[config.mk]
export PLATFORM = sky130hd
export DESIGN_NAME = bridge_steer
export DESIGN_NICKNAME = d
export VERILOG_FILES = /design/src/rtl/bridge_steer_pkg.sv /design/src/rtl/bs_edge.sv /design/src/rtl/bs_ctrl_latch.sv /design/src/rtl/bs_pushpull.sv /design/src/rtl/bs_outmap.sv /design/src/rtl/bridge_steer.sv
export SDC_FILE = /design/constraint.sdc
export NUM_CORES = 1
export LEC_CHECK = 0
export CORE_MARGIN = 3
export CORE_UTILIZATION = 40
export CTS_BUF_LIST = sky130_fd_sc_hd__clkbuf_4
export CTS_CLUSTER_SIZE = 20
export DETAILED_ROUTE_END_ITERATION = 8
export HOLD_SLACK_MARGIN = 0.15
export PLACE_DENSITY_LB_ADDON = 0.3
export REMOVE_ABC_BUFFERS = 1
export SYNTH_ARGS = -nofsm -noshare
export SYNTH_HDL_FRONTEND = slang
export SYNTH_SLANG_ARGS = --single-unit
[constraint.sdc]
create_clock -name clk -period 2.8 [get_ports clk]
set_clock_uncertainty 0.05 [all_clocks]
set_input_delay 0.56 -clock clk [delete_from_list [all_inputs] [get_ports clk]]
set_output_delay 0.56 -clock clk [all_outputs]
set_load 0.005 [all_outputs]
[src/rtl/bridge_steer_pkg.sv]
`timescale 1ns/1ps
package bridge_steer_pkg;
    localparam int unsigned N_OUT  = 4;
    localparam int unsigned MODE_W = 2;
    localparam int unsigned IDX_A  = 0;
    localparam int unsigned IDX_B  = 1;
    localparam int unsigned IDX_C  = 2;
    localparam int unsigned IDX_D  = 3;

    typedef enum logic [MODE_W-1:0] {
        MD_STEER    = 2'b00,
        MD_PUSHPULL = 2'b01,
        MD_FULLBR   = 2'b10,
        MD_IDLE     = 2'b11
    } mode_e;
endpackage

[src/rtl/bs_edge.sv]
`timescale 1ns/1ps
module bs_edge (
    input  logic clk,
    input  logic rst_n,
    input  logic pwm_i,
    output logic rise_o
);
    typedef struct packed {
        logic pwm;
    } edge_st_t;

    edge_st_t st_d, st_q;

    always_comb begin
        st_d     = st_q;
        st_d.pwm = pwm_i;
        rise_o   = pwm_i && !st_q.pwm;
    end

    always_ff @(posedge clk) begin
        if (!rst_n) st_q <= '0;
        else        st_q <= st_d;
    end


    rise_gap_chk: assert property (@(posedge clk) disable iff (!rst_n)
        rise_o |=> !rise_o);
endmodule

[src/rtl/bs_ctrl_latch.sv]
`timescale 1ns/1ps
module bs_ctrl_latch
    import bridge_steer_pkg::*;
(
    input  logic             clk,
    input  logic             rst_n,
    input  logic             sync_i,
    input  logic             rise_i,
    input  logic [N_OUT-1:0] en_i,
    input  logic             dir_i,
    output logic [N_OUT-1:0] en_eff_o,
    output logic             dir_eff_o
);
    typedef struct packed {
        logic [N_OUT-1:0] en;
        logic             dir;
    } latch_st_t;

    latch_st_t st_d, st_q;

    always_comb begin
        if (!sync_i || rise_i) begin
            en_eff_o  = en_i;
            dir_eff_o = dir_i;
        end else begin
            en_eff_o  = st_q.en;
            dir_eff_o = st_q.dir;
        end
        st_d.en  = en_eff_o;
        st_d.dir = dir_eff_o;
    end

    always_ff @(posedge clk) begin
        if (!rst_n) st_q <= '0;
        else        st_q <= st_d;
    end


    sync_hold_chk: assert property (@(posedge clk) disable iff (!rst_n)
        (sync_i && !rise_i) ##1 (sync_i && !rise_i) |-> ($stable(en_eff_o) && $stable(dir_eff_o)));
endmodule

[src/rtl/bs_pushpull.sv]
`timescale 1ns/1ps
module bs_pushpull #(
    parameter bit PP_FIRST = 1'b0
) (
    input  logic clk,
    input  logic rst_n,
    input  logic pp_i,
    input  logic rise_i,
    output logic sel_o
);
    localparam bit SEL_RST = ~PP_FIRST;

    typedef struct packed {
        logic sel;
    } pp_st_t;

    pp_st_t st_d, st_q;

    always_comb begin
        sel_o    = (pp_i && rise_i) ? ~st_q.sel : st_q.sel;
        st_d.sel = sel_o;
    end

    always_ff @(posedge clk) begin
        if (!rst_n) st_q.sel <= SEL_RST;
        else        st_q     <= st_d;
    end


    pp_swap_chk: assert property (@(posedge clk) disable iff (!rst_n)
        (pp_i && rise_i) |=> (st_q.sel != $past(st_q.sel)));
endmodule

[src/rtl/bs_outmap.sv]
`timescale 1ns/1ps
module bs_outmap
    import bridge_steer_pkg::*;
(
    input  logic             clk,
    input  logic             rst_n,
    input  mode_e            mode_i,
    input  logic             dir_i,
    input  logic [N_OUT-1:0] en_i,
    input  logic [N_OUT-1:0] lvl_i,
    input  logic             pwm_i,
    input  logic             sel_i,
    output logic [N_OUT-1:0] out_o
);
    typedef struct packed {
        logic [N_OUT-1:0] out;
    } map_st_t;

    map_st_t          st_d, st_q;
    logic [N_OUT-1:0] steer_v;

    for (genvar i = 0; i < N_OUT; i++) begin : g_steer
        assign steer_v[i] = en_i[i] ? pwm_i : lvl_i[i];
    end

    always_comb begin
        st_d.out = '0;
        unique case (mode_i)
            MD_STEER: st_d.out = steer_v;
            MD_PUSHPULL: begin
                st_d.out[IDX_A] = pwm_i && !sel_i;
                st_d.out[IDX_B] = pwm_i &&  sel_i;
            end
            MD_FULLBR: begin
                if (!dir_i) begin
                    st_d.out[IDX_A] = 1'b1;
                    st_d.out[IDX_D] = pwm_i;
                end else begin
                    st_d.out[IDX_C] = 1'b1;
                    st_d.out[IDX_B] = pwm_i;
                end
            end
            default: st_d.out = '0;
        endcase
    end

    always_ff @(posedge clk) begin
        if (!rst_n) st_q <= '0;
        else        st_q <= st_d;
    end

    assign out_o = st_q.out;


    fwd_map_chk: assert property (@(posedge clk) disable iff (!rst_n)
        (mode_i == MD_FULLBR && !dir_i) |=>
        (out_o[IDX_A] && !out_o[IDX_B] && !out_o[IDX_C] && out_o[IDX_D] == $past(pwm_i)));

    rev_map_chk: assert property (@(posedge clk) disable iff (!rst_n)
        (mode_i == MD_FULLBR && dir_i) |=>
        (!out_o[IDX_A] && out_o[IDX_B] == $past(pwm_i) && out_o[IDX_C] && !out_o[IDX_D]));

    pp_excl_chk: assert property (@(posedge clk) disable iff (!rst_n)
        (mode_i == MD_PUSHPULL) |=> ($onehot0(out_o) && !out_o[IDX_C] && !out_o[IDX_D]));

    steer_lvl_chk: assert property (@(posedge clk) disable iff (!rst_n)
        (mode_i == MD_STEER) |=> ((out_o & ~$past(en_i)) == ($past(lvl_i) & ~$past(en_i))));

    idle_low_chk: assert property (@(posedge clk) disable iff (!rst_n)
        (mode_i == MD_IDLE) |=> (out_o == '0));
endmodule

[src/rtl/bridge_steer.sv]
`timescale 1ns/1ps
module bridge_steer
    import bridge_steer_pkg::*;
#(
    parameter bit PP_FIRST = 1'b0
) (
    input  logic             clk,
    input  logic             rst_n,
    input  logic             pwm_in,
    input  logic [MODE_W-1:0] mode,
    input  logic             dir_rev,
    input  logic             sync_upd,
    input  logic [N_OUT-1:0] steer_en,
    input  logic [N_OUT-1:0] steer_lvl,
    output logic [N_OUT-1:0] out_abcd
);
    logic             rise;
    logic [N_OUT-1:0] en_eff;
    logic             dir_eff;
    logic             sel;
    mode_e            mode_t;

    assign mode_t = mode_e'(mode);

    bs_edge u_edge (
        .clk    (clk),
        .rst_n  (rst_n),
        .pwm_i  (pwm_in),
        .rise_o (rise)
    );

    bs_ctrl_latch u_latch (
        .clk       (clk),
        .rst_n     (rst_n),
        .sync_i    (sync_upd),
        .rise_i    (rise),
        .en_i      (steer_en),
        .dir_i     (dir_rev),
        .en_eff_o  (en_eff),
        .dir_eff_o (dir_eff)
    );

    bs_pushpull #(.PP_FIRST(PP_FIRST)) u_pp (
        .clk    (clk),
        .rst_n  (rst_n),
        .pp_i   (mode_t == MD_PUSHPULL),
        .rise_i (rise),
        .sel_o  (sel)
    );

    bs_outmap u_map (
        .clk    (clk),
        .rst_n  (rst_n),
        .mode_i (mode_t),
        .dir_i  (dir_eff),
        .en_i   (en_eff),
        .lvl_i  (steer_lvl),
        .pwm_i  (pwm_in),
        .sel_i  (sel),
        .out_o  (out_abcd)
    );


    async_upd_chk: assert property (@(posedge clk) disable iff (!rst_n)
        (!sync_upd && mode_t == MD_STEER) |=> ((out_abcd & $past(steer_en)) == ({N_OUT{$past(pwm_in)}} & $past(steer_en))));
endmodule

Word-level counts from Yosys, hierarchy flattened
Index checks and enable logic that the tools add are counted.
{"block": "classes", "n_eq_ne": 2, "n_mux": 12, "n_bitwise": 1, "reduce_logical": 9}
{"op": "$mux W1", "n": 8}
{"op": "$pmux W2 S3", "n": 1}
{"op": "$logic_and A1 B1 Y1", "n": 4}
{"op": "$mux W4", "n": 1}
{"op": "$pmux W2 S2", "n": 1}
{"op": "$logic_not A1 Y1", "n": 3}
{"op": "$eq A2 B1 Y1 const B", "n": 1}
{"op": "$eq A2 B2 Y1 const B", "n": 1}
{"op": "$logic_not A2 Y1", "n": 1}
{"op": "$mux W2", "n": 1}
{"op": "$logic_or A1 B1 Y1", "n": 1}
{"op": "$not A1 Y1", "n": 1}
{"block": "word_totals", "regBits": 11, "elab_cells": 29}

Longest topological paths before layout
Gate-level depths: netlist of run 1.
{"block": "depth", "depth_word": 7, "mapped_depth": 6}

Modules after synthesis
Synthesis of run 1 repeated with hierarchy kept, for this count alone.
{"block": "unflattened", "cells_unflattened": 64, "area_unflattened_um2": 641.9}
{"mod": "bs_ctrl_latch", "n_inst": 1, "cells_per_inst": 28, "area_per_inst_um2": 301.5}
{"mod": "bs_outmap", "n_inst": 1, "cells_per_inst": 26, "area_per_inst_um2": 230.2}
{"mod": "bs_pushpull", "n_inst": 1, "cells_per_inst": 6, "area_per_inst_um2": 56.3}
{"mod": "bs_edge", "n_inst": 1, "cells_per_inst": 3, "area_per_inst_um2": 40.0}
{"mod": "bridge_steer", "n_inst": 1, "cells_per_inst": 1, "area_per_inst_um2": 13.8}

Worst setup path before layout of run 1
Ideal clock, no wire load.
{"block": "synth_path", "path_kind": "input to register", "startpoint": "input pwm_in", "endpoint": "register u_latch.st_q[0] (netlist bit)", "setup_ps": 115, "arrival_time_ps": 1417, "path_slack_ps": 1218, "path_stages": 6, "path_buffers": 2, "path_cell_list": "buf_6 -> nand2b_4 -> buf_6 -> nand2_2 -> mux2_1 -> and2_1"}
{"block": "synth_via", "elab_chain_len": 3}
{"element": "start: declaration", "line": "bridge_steer.sv:9", "text": "input logic pwm_in,"}
{"element": "$logic_and A1 B1 Y1", "line": "bs_edge.sv:17", "text": "rise_o = pwm_i && !st_q.pwm;"}
{"element": "$logic_or A1 B1 Y1", "line": "bs_ctrl_latch.sv:22", "text": "if (!sync_i || rise_i) begin"}
{"element": "$mux W1", "line": "bs_ctrl_latch.sv:22"}
{"element": "end signal: assignment", "line": "bs_ctrl_latch.sv:35", "text": "else st_q <= st_d;"}
{"element": "end: declaration", "line": "bs_ctrl_latch.sv:19", "text": "latch_st_t st_d, st_q;"}
No other way between the ends.
A chain may end at the register's enable or synchronous reset.

Final worst setup path of run 1
{"block": "layout_path", "startpoint": "input pwm_in", "endpoint": "register u_map.st_q, in the netlist u_map.out_o[1]"}
{"block": "layout_via", "elab_chain_len": 5}
{"element": "$logic_and A1 B1 Y1", "line": "bs_edge.sv:17"}
{"element": "$logic_or A1 B1 Y1 or $logic_and A1 B1 Y1 (tied branches)", "line": "bs_ctrl_latch.sv:22, bs_pushpull.sv:20"}
{"element": "$mux W1, or another cell as far along", "line": "bs_ctrl_latch.sv:22"}
{"element": "$mux W2, or another cell as far along", "line": "bs_outmap.sv:35", "text": "if (!dir_i) begin"}
{"element": "$pmux W2 S3 *", "line": "bs_outmap.sv:28", "text": "unique case (mode_i)"}
{"element": "end signal: assignment", "line": "bs_outmap.sv:49", "text": "else st_q <= st_d;"}
{"element": "end: declaration", "line": "bs_outmap.sv:19", "text": "map_st_t st_d, st_q;"}
Every way passes the cells marked *; elsewhere a longest branch is shown, timed or not.

==> results.py, run 1 <==
metrics = {
    "status": {
        "status": "finished clean",
    },
    "synth": {
        "synth_top_area_share_pct": 32.8,
        "synth_edf_count": 0,
        "syn_area_per_cell_um2": 9.06,
        "synthFlopType": "dfxtp_1",
        "yosysWarnings": 0,
        "synth_common_cells": "11 x dfxtp_1, 5 x and2_1, 4 x nor2b_1",
        "synth-seq-cells": 11,
        "yosysUniqueCellTypes": 38,
        "netlist_instances": 74,
        "synthesis.area_um2": 671,
        "synth_area_leaders": "dfxtp_1 33%, and2_1 4.7%, a2111oi_4 4.1%",
        "synth.most_common_cell": "dfxtp_1",
        "async_reset_ff_share_pct": 0,
        "yosys.area.top_type": "dfxtp_1",
        "synth-seq-area-share_pct": 32.8,
    },
    "grt": {
        "grt_use_total_pct": 13.4,
        "grt_pass1_wl_um": 2090,
        "grt_max_degree": 13,
        "grt_overflow_total": 0,
        "grt_pass1_vias": 502,
        "antenna_found_initial": 0,
    },
    "drt": {
        "wirelength_um": 1340,
        "firstDrtPassIters": 4,
        "vias": 599,
        "wire_per_inst_um": 12.6,
        "drcViolationCount": 0,
        "postRouteAntennaNets": 0,
        "viasPerCell": 5.60,
        "drt_iter0_drc": 9,
    },
    "critical_path": {
        "start_kind": "input pin",
        "critPathKind": "in -> reg",
        "end_kind": "flop",
        "crit_chain": "clkdlybuf4s50_1 > nand2b_4 > and3_4 > or3_1 > a31oi_1",
        "cp.required_ns": 2.96,
        "slowest_stage": "clkdlybuf4s50_1",
        "rr_startpoint": "u_edge.st_q$_SDFF_PN0_",
        "cpPeakStageDelay_ns": 0.69,
        "critical_path.startpoint": "pwm_in",
        "path_max_fanout": 11,
        "worstPathArrival_ns": 2.15,
    },
    "power": {
        "p_clk_share_pct": 32.7,
        "share_comb_of_total_power_pct": 21.5,
        "p_sw_uw": 94.3,
        "p_sw_share_pct": 25.5,
        "ir_drop_mv": 0.270,
        "seqPwrFrac_pct": 45.8,
        "power-per-cell-area_mw_per_mm2": 427,
        "p_leak_nw": 0.321,
        "total_power_uw": 370,
        "p_int_uw": 275,
    },
    "layout": {
        "stdcell_area_um2": 865,
        "fillerInstances": 153,
        "syn_to_final_growth_pct": 28.9,
        "diodes": 0,
        "drive_gt1_share_pct": 14.3,
        "nets": 107,
    },
    "clock_tree": {
        "clock-root-buffer": "clkbuf_4",
        "cts_buffer_depth": 2,
        "cts.repair.resized": 0,
        "clk_latency_ns": 0.27,
        "cts_tree": "yes",
        "cts_hold_buffers": 0,
        "clock-sinks": 11,
        "post-cts-setup-buffers": 0,
        "cts_buffers": 3,
        "htree_num_levels": 1,
        "clk_transition_reported_paths_ns": 0.07,
    },
    "hold_path": {
        "hold_class": "reg -> reg",
        "min_from": "u_pp.st_q$_SDFF_PN1_",
    },
    "floorplan": {
        "ios": 19,
        "core_mm2": 0.00154,
        "die_x_um": 46.9,
        "start_util_pct": 43.5,
        "rows": 14,
        "dieArea_mm2": 0.00220,
        "dieHeight_um": 46.9,
    },
    "timing": {
        "min_period_ns": 1.99,
        "period_share_pct": 71.2,
        "setup_viol": 0,
        "slew_violations": 0,
        "hold_viol": 0,
        "rsz0062_at_grt": "false",
        "relSlewSlack_pct": 68.8,
        "worst_slew_pin_slew_ns": 0.466,
        "tns_ns": 0,
        "fmax_mhz": 502,
        "worst_slack_ns": 0.808,
    },
    "placed_design": {
        "gp_congestion": 0.814,
        "port_buffers": 18,
        "dp_slack_ns": 0.519,
        "place_area_um2": 835,
        "place.detailed.hpwl_um": 981,
    },
    "flow_run": {
        "maxCapViolCount": 0,
    },
}
-- worst max-delay path: cells and delay by family --
kind	cells	cell delay (ns)
AO/OA/AOI/OAI	1	0.15
buffers and inverters	1	0.69
AND/OR/NAND/NOR	3	0.75
-- through the flow --
step           std cells  hold WS (ns)  utilization [%]
3_5_place_dp         103         0.473             54.1
5_1_grt              107         0.534             56.1
4_1_cts              107         0.483             56.1
2_1_floorplan         69         0.437                -
3_3_place_gp         103         0.471             54.1
6_report             107         0.488             56.1
-- final timing paths --
path                          endpoint  slack (ns)  depth (start not counted)
max          u_map.out_o[1]$_SDFF_PN0_        0.81                          5
min               u_pp.st_q$_SDFF_PN1_        0.49                          2
max reg2reg  u_map.out_o[1]$_SDFF_PN0_        1.42                          4
min reg2reg       u_pp.st_q$_SDFF_PN1_        0.49                          2
-- registers in the layout (all words and copies together) (netlist names) --
register	count
u_latch.st_q	5
u_pp.st_q	1
u_map.out_o	4
u_edge.st_q	1
-- layout by cell type, fill, tap and decap left out, types with 2 or more instances in the layout --
| cell | instances |
|---|---|
| dfxtp_1 | 11 |
| nor2b_1 | 4 |
| mux2_1 | 2 |
| or3_1 | 2 |
| nand4_1 | 3 |
| o21a_1 | 2 |
| nand3_1 | 3 |
| o211ai_1 | 2 |
| and3_4 | 2 |
| and2_1 | 5 |
| nand2_1 | 3 |
| nor2_1 | 3 |
| clkbuf_4 | 4 |
| a21oi_1 | 2 |
| nand3b_1 | 2 |
| o31ai_1 | 2 |
| a31oi_1 | 2 |
| clkdlybuf4s50_1 | 18 |
-- layout make-up --
type | instances | area (um2) | share of cell area, %
inverter | 2 | 7.51 | 0.868
sequential | 11 | 220 | 25.5
clock buffer | 4 | 30.0 | 3.47
multi-input combinational | 56 | 407 | 47.0
tap | 16 | 20.0 | 2.32
timing repair buffer | 18 | 180 | 20.8
-- layer usage --
metal	wire length, um	track usage, %	up-vias
met1	632	16.5	270
met5	0	0	-
met4	25	6.63	0
met2	591	21.7	19
met3	93	3.45	6
li1	-	-	304
-- kinds of logic (layout without fill, tap and decap cells) --
family / count (synthesis) / after routing / share of synthesized area [%]
mux: 2 / 2 / 3.36
simple gates: 34 / 34 / 32.1
flops: 11 / 11 / 32.8
buf+inv: 7 / 24 / 6.53
xor+xnor: 1 / 1 / 1.31
compound gates: 19 / 19 / 23.9
-- power by group through the flow --
| stage | clock network, mW | logic (mW) | registers (mW) |
|---|---|---|---|
| after floorplan | 0 | 0.0385 | 0.173 |
| after global placement | 0 | 0.0798 | 0.173 |
| after detailed placement | 0 | 0.0797 | 0.173 |
| after CTS | 0.125 | 0.0802 | 0.169 |
| after global routing | 0.130 | 0.0873 | 0.171 |
| final | 0.121 | 0.0796 | 0.169 |
Power figures use the tool's default switching activity.
==> run 2, diff against run 1 <==
clock period = 1.8 ns   (was 2.8 ns; I/O delays follow)
==> results.py, run 2 (synthesis results as in run 1) <==
metrics = {
    "clock_tree": {
        "clk_transition_reported_paths_ns": 0.07,
        "htree_num_levels": 1,
        "cts_hold_buffers": 0,
        "clk_latency_ns": 0.27,
        "cts_tree": "yes",
        "clock-sinks": 11,
        "cts_buffers": 3,
        "cts.repair.resized": 0,
        "cts_buffer_depth": 2,
        "post-cts-setup-buffers": 0,
        "clock-root-buffer": "clkbuf_4",
    },
    "layout": {
        "mostFrequentLayoutCells": "18 x clkdlybuf4s50_1, 11 x buf_4, 11 x dfxtp_1",
        "drive_gt1_share_pct": 23.5,
        "syn_to_final_growth_pct": 41.2,
        "diodes": 0,
        "largest_reg_flops": 5,
        "fillerInstances": 135,
        "stdcell_area_um2": 947,
        "utilization_pct": 61.4,
        "final_cell_count_no_fill": 118,
        "nets": 118,
        "regMostFlops": "u_latch.st_q",
        "final_common_cell": "clkdlybuf4s50_1",
    },
    "critical_path": {
        "critical_path.startpoint": "pwm_in",
        "critPathKind": "in -> reg",
        "cpPeakStageDelay_ns": 0.55,
        "rr_startpoint": "u_edge.st_q$_SDFF_PN0_",
        "crit_buf_inv": 1,
        "path_max_fanout": 8,
        "cp.required_ns": 1.95,
        "start_kind": "input pin",
        "crit_chain": "clkdlybuf4s50_1 > nand2b_4 > and3_4 > or3_1 > a31oi_1",
        "worstPathArrival_ns": 1.77,
        "slowest_stage": "clkdlybuf4s50_1",
        "path_delay_family": "simple AND/OR/NAND/NOR gates",
        "end_kind": "flop",
    },
    "drt": {
        "wirelength_um": 1710,
        "wire_per_inst_um": 14.5,
        "drcViolationCount": 0,
        "firstDrtPassIters": 4,
        "drt_iter0_drc": 16,
        "postRouteAntennaNets": 0,
        "vias": 655,
        "viasPerCell": 5.55,
    },
    "hold_path": {
        "min_from": "u_pp.st_q$_SDFF_PN1_",
        "hold_class": "reg -> reg",
    },
    "power": {
        "power-per-cell-area_mw_per_mm2": 635,
        "p_leak_nw": 0.374,
        "ir_drop_mv": 0.336,
        "total_power_uw": 601,
    },
    "placed_design": {
        "place_area_um2": 917,
        "place.detailed.hpwl_um": 1300,
        "port_buffers": 18,
        "gp_congestion": 0.751,
        "place_inst": 114,
        "dp_slack_ns": -0.102,
    },
    "floorplan": {
        "ios": 19,
        "dieHeight_um": 46.9,
        "start_util_pct": 43.5,
        "dieArea_mm2": 0.00220,
        "rows": 14,
        "die_x_um": 46.9,
        "core_mm2": 0.00154,
    },
    "timing": {
        "tns_ns": 0,
        "worst_slew_pin_slew_ns": 0.290,
        "whs_ns": 0.476,
        "rsz0062_at_grt": "false",
        "worst_slack_ns": 0.183,
        "relSlewSlack_pct": 80.6,
        "setup_viol": 0,
        "period_share_pct": 89.8,
        "hold_viol": 0,
        "min_period_ns": 1.62,
        "slew_violations": 0,
        "fmax_mhz": 618,
    },
    "flow_run": {
        "maxCapViolCount": 0,
    },
    "grt": {
        "grt_max_degree": 12,
        "grt_overflow_total": 0,
        "grt_pass1_wl_um": 2850,
        "antenna_found_initial": 0,
        "grt_use_total_pct": 18.6,
        "grt_pass1_vias": 637,
    },
    "status": {
        "status": "finished clean",
    },
}
## run 2: final timing paths
check             slack [ns]  depth (start not counted)                        end
setup / recovery        0.18                          5  u_map.out_o[1]$_SDFF_PN0_
hold / removal          0.48                          2       u_pp.st_q$_SDFF_PN1_
setup reg to reg        0.40                          5  u_map.out_o[1]$_SDFF_PN0_
hold reg to reg         0.48                          2       u_pp.st_q$_SDFF_PN1_
## run 2: worst min-delay path: cells and delay by family (launching register included)
family | cells | cell delay (ns)
AOI/OAI and AO/OA | 1 | 0.08
DFF | 1 | 0.33
and+or+nand+nor | 1 | 0.07
## run 2: per-layer routing
metal	track usage, %	up-vias	routed length (um)	part of all wire, %
met5	0	-	0	0
met3	6.13	4	118	6.9
met4	4.97	0	20	1.2
li1	-	325	-	-
met1	21.1	305	715	42
met2	33.3	21	858	50
## run 2: layout make-up
type | count | area (um2) | area share, %
Clock buffer | 4 | 30.0 | 3.17
Inverter | 2 | 7.51 | 0.793
Multi-Input combinational cell | 56 | 407 | 42.9
Sequential cell | 11 | 220 | 23.2
Tap cell | 16 | 20.0 | 2.11
Timing Repair Buffer | 29 | 263 | 27.7
## run 2: report_power, final
part	total, mW	switching (mW)	internal (mW)
registers	0.265	0.00666	0.258
clock network	0.190	0.0891	0.101
logic	0.146	0.0616	0.0848
==> run 3, diff against run 2 <==
ABC_AREA = 0   (was default)
CAP_MARGIN = 25   (was default)
CORE_UTILIZATION = 43   (was 40)
==> results.py, run 3 (synthesis results as in run 1) <==
metrics = {
    "status": {
        "status": "finished clean",
    },
    "hold_path": {
        "hold_class": "reg -> reg",
        "min_from": "u_pp.st_q$_SDFF_PN1_",
    },
    "grt": {
        "grt_use_total_pct": 19.0,
        "grt_max_degree": 12,
        "grt_pass1_vias": 625,
        "antenna_found_initial": 0,
        "grt_pass1_wl_um": 2680,
        "grt_overflow_total": 0,
    },
    "critical_path": {
        "path_max_fanout": 8,
        "cp.required_ns": 1.96,
        "start_kind": "input pin",
        "cpPeakStageDelay_ns": 0.59,
        "worstPathArrival_ns": 1.80,
        "crit_buf_inv": 1,
        "path_delay_family": "simple AND/OR/NAND/NOR gates",
        "end_kind": "flop",
        "critPathKind": "in -> reg",
        "rr_startpoint": "u_edge.st_q$_SDFF_PN0_",
        "critical_path.startpoint": "pwm_in",
        "crit_chain": "clkdlybuf4s50_1 > nand2b_4 > and3_4 > or3_1 > a31oi_1",
        "slowest_stage": "clkdlybuf4s50_1",
    },
    "layout": {
        "fillerInstances": 122,
        "final_common_cell": "clkdlybuf4s50_1",
        "mostFrequentLayoutCells": "18 x clkdlybuf4s50_1, 13 x buf_4, 11 x dfxtp_1",
        "regMostFlops": "u_latch.st_q",
        "multi_input_comb_area_um2": 407,
        "diodes": 0,
        "syn_to_final_growth_pct": 42.9,
        "largest_reg_flops": 5,
        "nets": 120,
        "drive_gt1_share_pct": 25.0,
        "final_cell_count_no_fill": 119,
        "regArea_um2": 220,
    },
    "placed_design": {
        "dp_slack_ns": -0.115,
        "place_inst": 115,
        "port_buffers": 18,
        "place.detailed.hpwl_um": 1300,
        "gp_congestion": 0.789,
    },
    "power": {
        "power-per-cell-area_mw_per_mm2": 609,
        "p_leak_nw": 0.383,
        "ir_drop_mv": 0.439,
    },
    "timing": {
        "rsz0062_at_grt": "false",
        "worst_slew_pin_slew_ns": 0.300,
        "fmax_mhz": 609,
        "slew_violations": 0,
        "relSlewSlack_pct": 79.9,
        "setup_viol": 0,
        "min_period_ns": 1.64,
        "hold_viol": 0,
        "worst_slack_ns": 0.158,
        "period_share_pct": 91.2,
    },
    "floorplan": {
        "dieArea_mm2": 0.00207,
        "core_mm2": 0.00138,
        "start_util_pct": 48.5,
        "dieHeight_um": 45.5,
        "ios": 19,
        "rows": 13,
        "die_x_um": 45.5,
    },
    "clock_tree": {
        "clock-sinks": 11,
        "cts.repair.resized": 0,
        "cts_buffer_depth": 2,
        "cts_hold_buffers": 0,
        "cts_buffers": 3,
        "clk_transition_reported_paths_ns": 0.08,
        "htree_num_levels": 1,
        "post-cts-setup-buffers": 0,
        "clk_latency_ns": 0.27,
        "cts_tree": "yes",
        "clock-root-buffer": "clkbuf_4",
    },
    "drt": {
        "drt_iter0_drc": 8,
        "viasPerCell": 5.40,
        "vias": 643,
        "drcViolationCount": 0,
        "wirelength_um": 1600,
        "postRouteAntennaNets": 0,
        "wire_per_inst_um": 13.4,
        "firstDrtPassIters": 4,
    },
    "flow_run": {
        "maxCapViolCount": 0,
    },
}
-- run 3: layout make-up --
type	count	area share, %
multi-input combinational	56	42.4
sequential	11	23.0
clock inverter	1	0.522
clock buffer	3	2.35
timing repair buffer	31	29.0
tap	15	1.96
inverter	2	0.783
-- run 3: power breakdown --
group | leakage [nW] | switching (mW) | internal, mW
combinational | 0.274 | 0.0606 | 0.0877
clock | 0.0177 | 0.0893 | 0.0824
sequential | 0.0908 | 0.00606 | 0.258
-- run 3: worst register-to-register path: cells and delay by family, from the launching register on --
kind,cells,cell delay [ns]
buf+inv,1,0.13
flops,1,0.37
compound gates,2,0.22
simple gates,2,0.55
-- run 3: metrics by stage --
stage / utilization (%) / hold WS, ns / cell area [um2] / TNS [ns] / power, mW
6_report: 69.3 / 0.480 / 958 / 0 / 0.584
5_1_grt: 69.3 / 0.524 / 958 / 0 / 0.625
2_1_floorplan: - / 0.382 / 634 / 0 / 0.329
3_5_place_dp: 67.3 / 0.459 / 931 / -0.415 / 0.419
4_1_cts: 69.3 / 0.476 / 958 / 0 / 0.593
3_3_place_gp: 67.3 / 0.453 / 931 / -0.230 / 0.415
-- run 3: path summary, 6_finish.rpt --
check | end | slack, ns | cells after the start
setup / recovery | u_map.out_o[1]$_SDFF_PN0_ | 0.16 | 5
setup reg to reg | u_map.out_o[1]$_SDFF_PN0_ | 0.43 | 5
hold reg to reg | u_pp.st_q$_SDFF_PN1_ | 0.48 | 2
hold / removal | u_pp.st_q$_SDFF_PN1_ | 0.48 | 2
-- run 3: per-layer routing --
layer  GRT usage [%]  vias to the layer above  share of wire [%]  routed length [um]
met4            10.5                        0                1.9                  30
met2            32.6                       15                 50                 804
met3            5.93                        4                4.3                  69
met1            20.2                      295                 43                 694
li1                -                      329                  -                   -
met5               0                        -                  0                   0
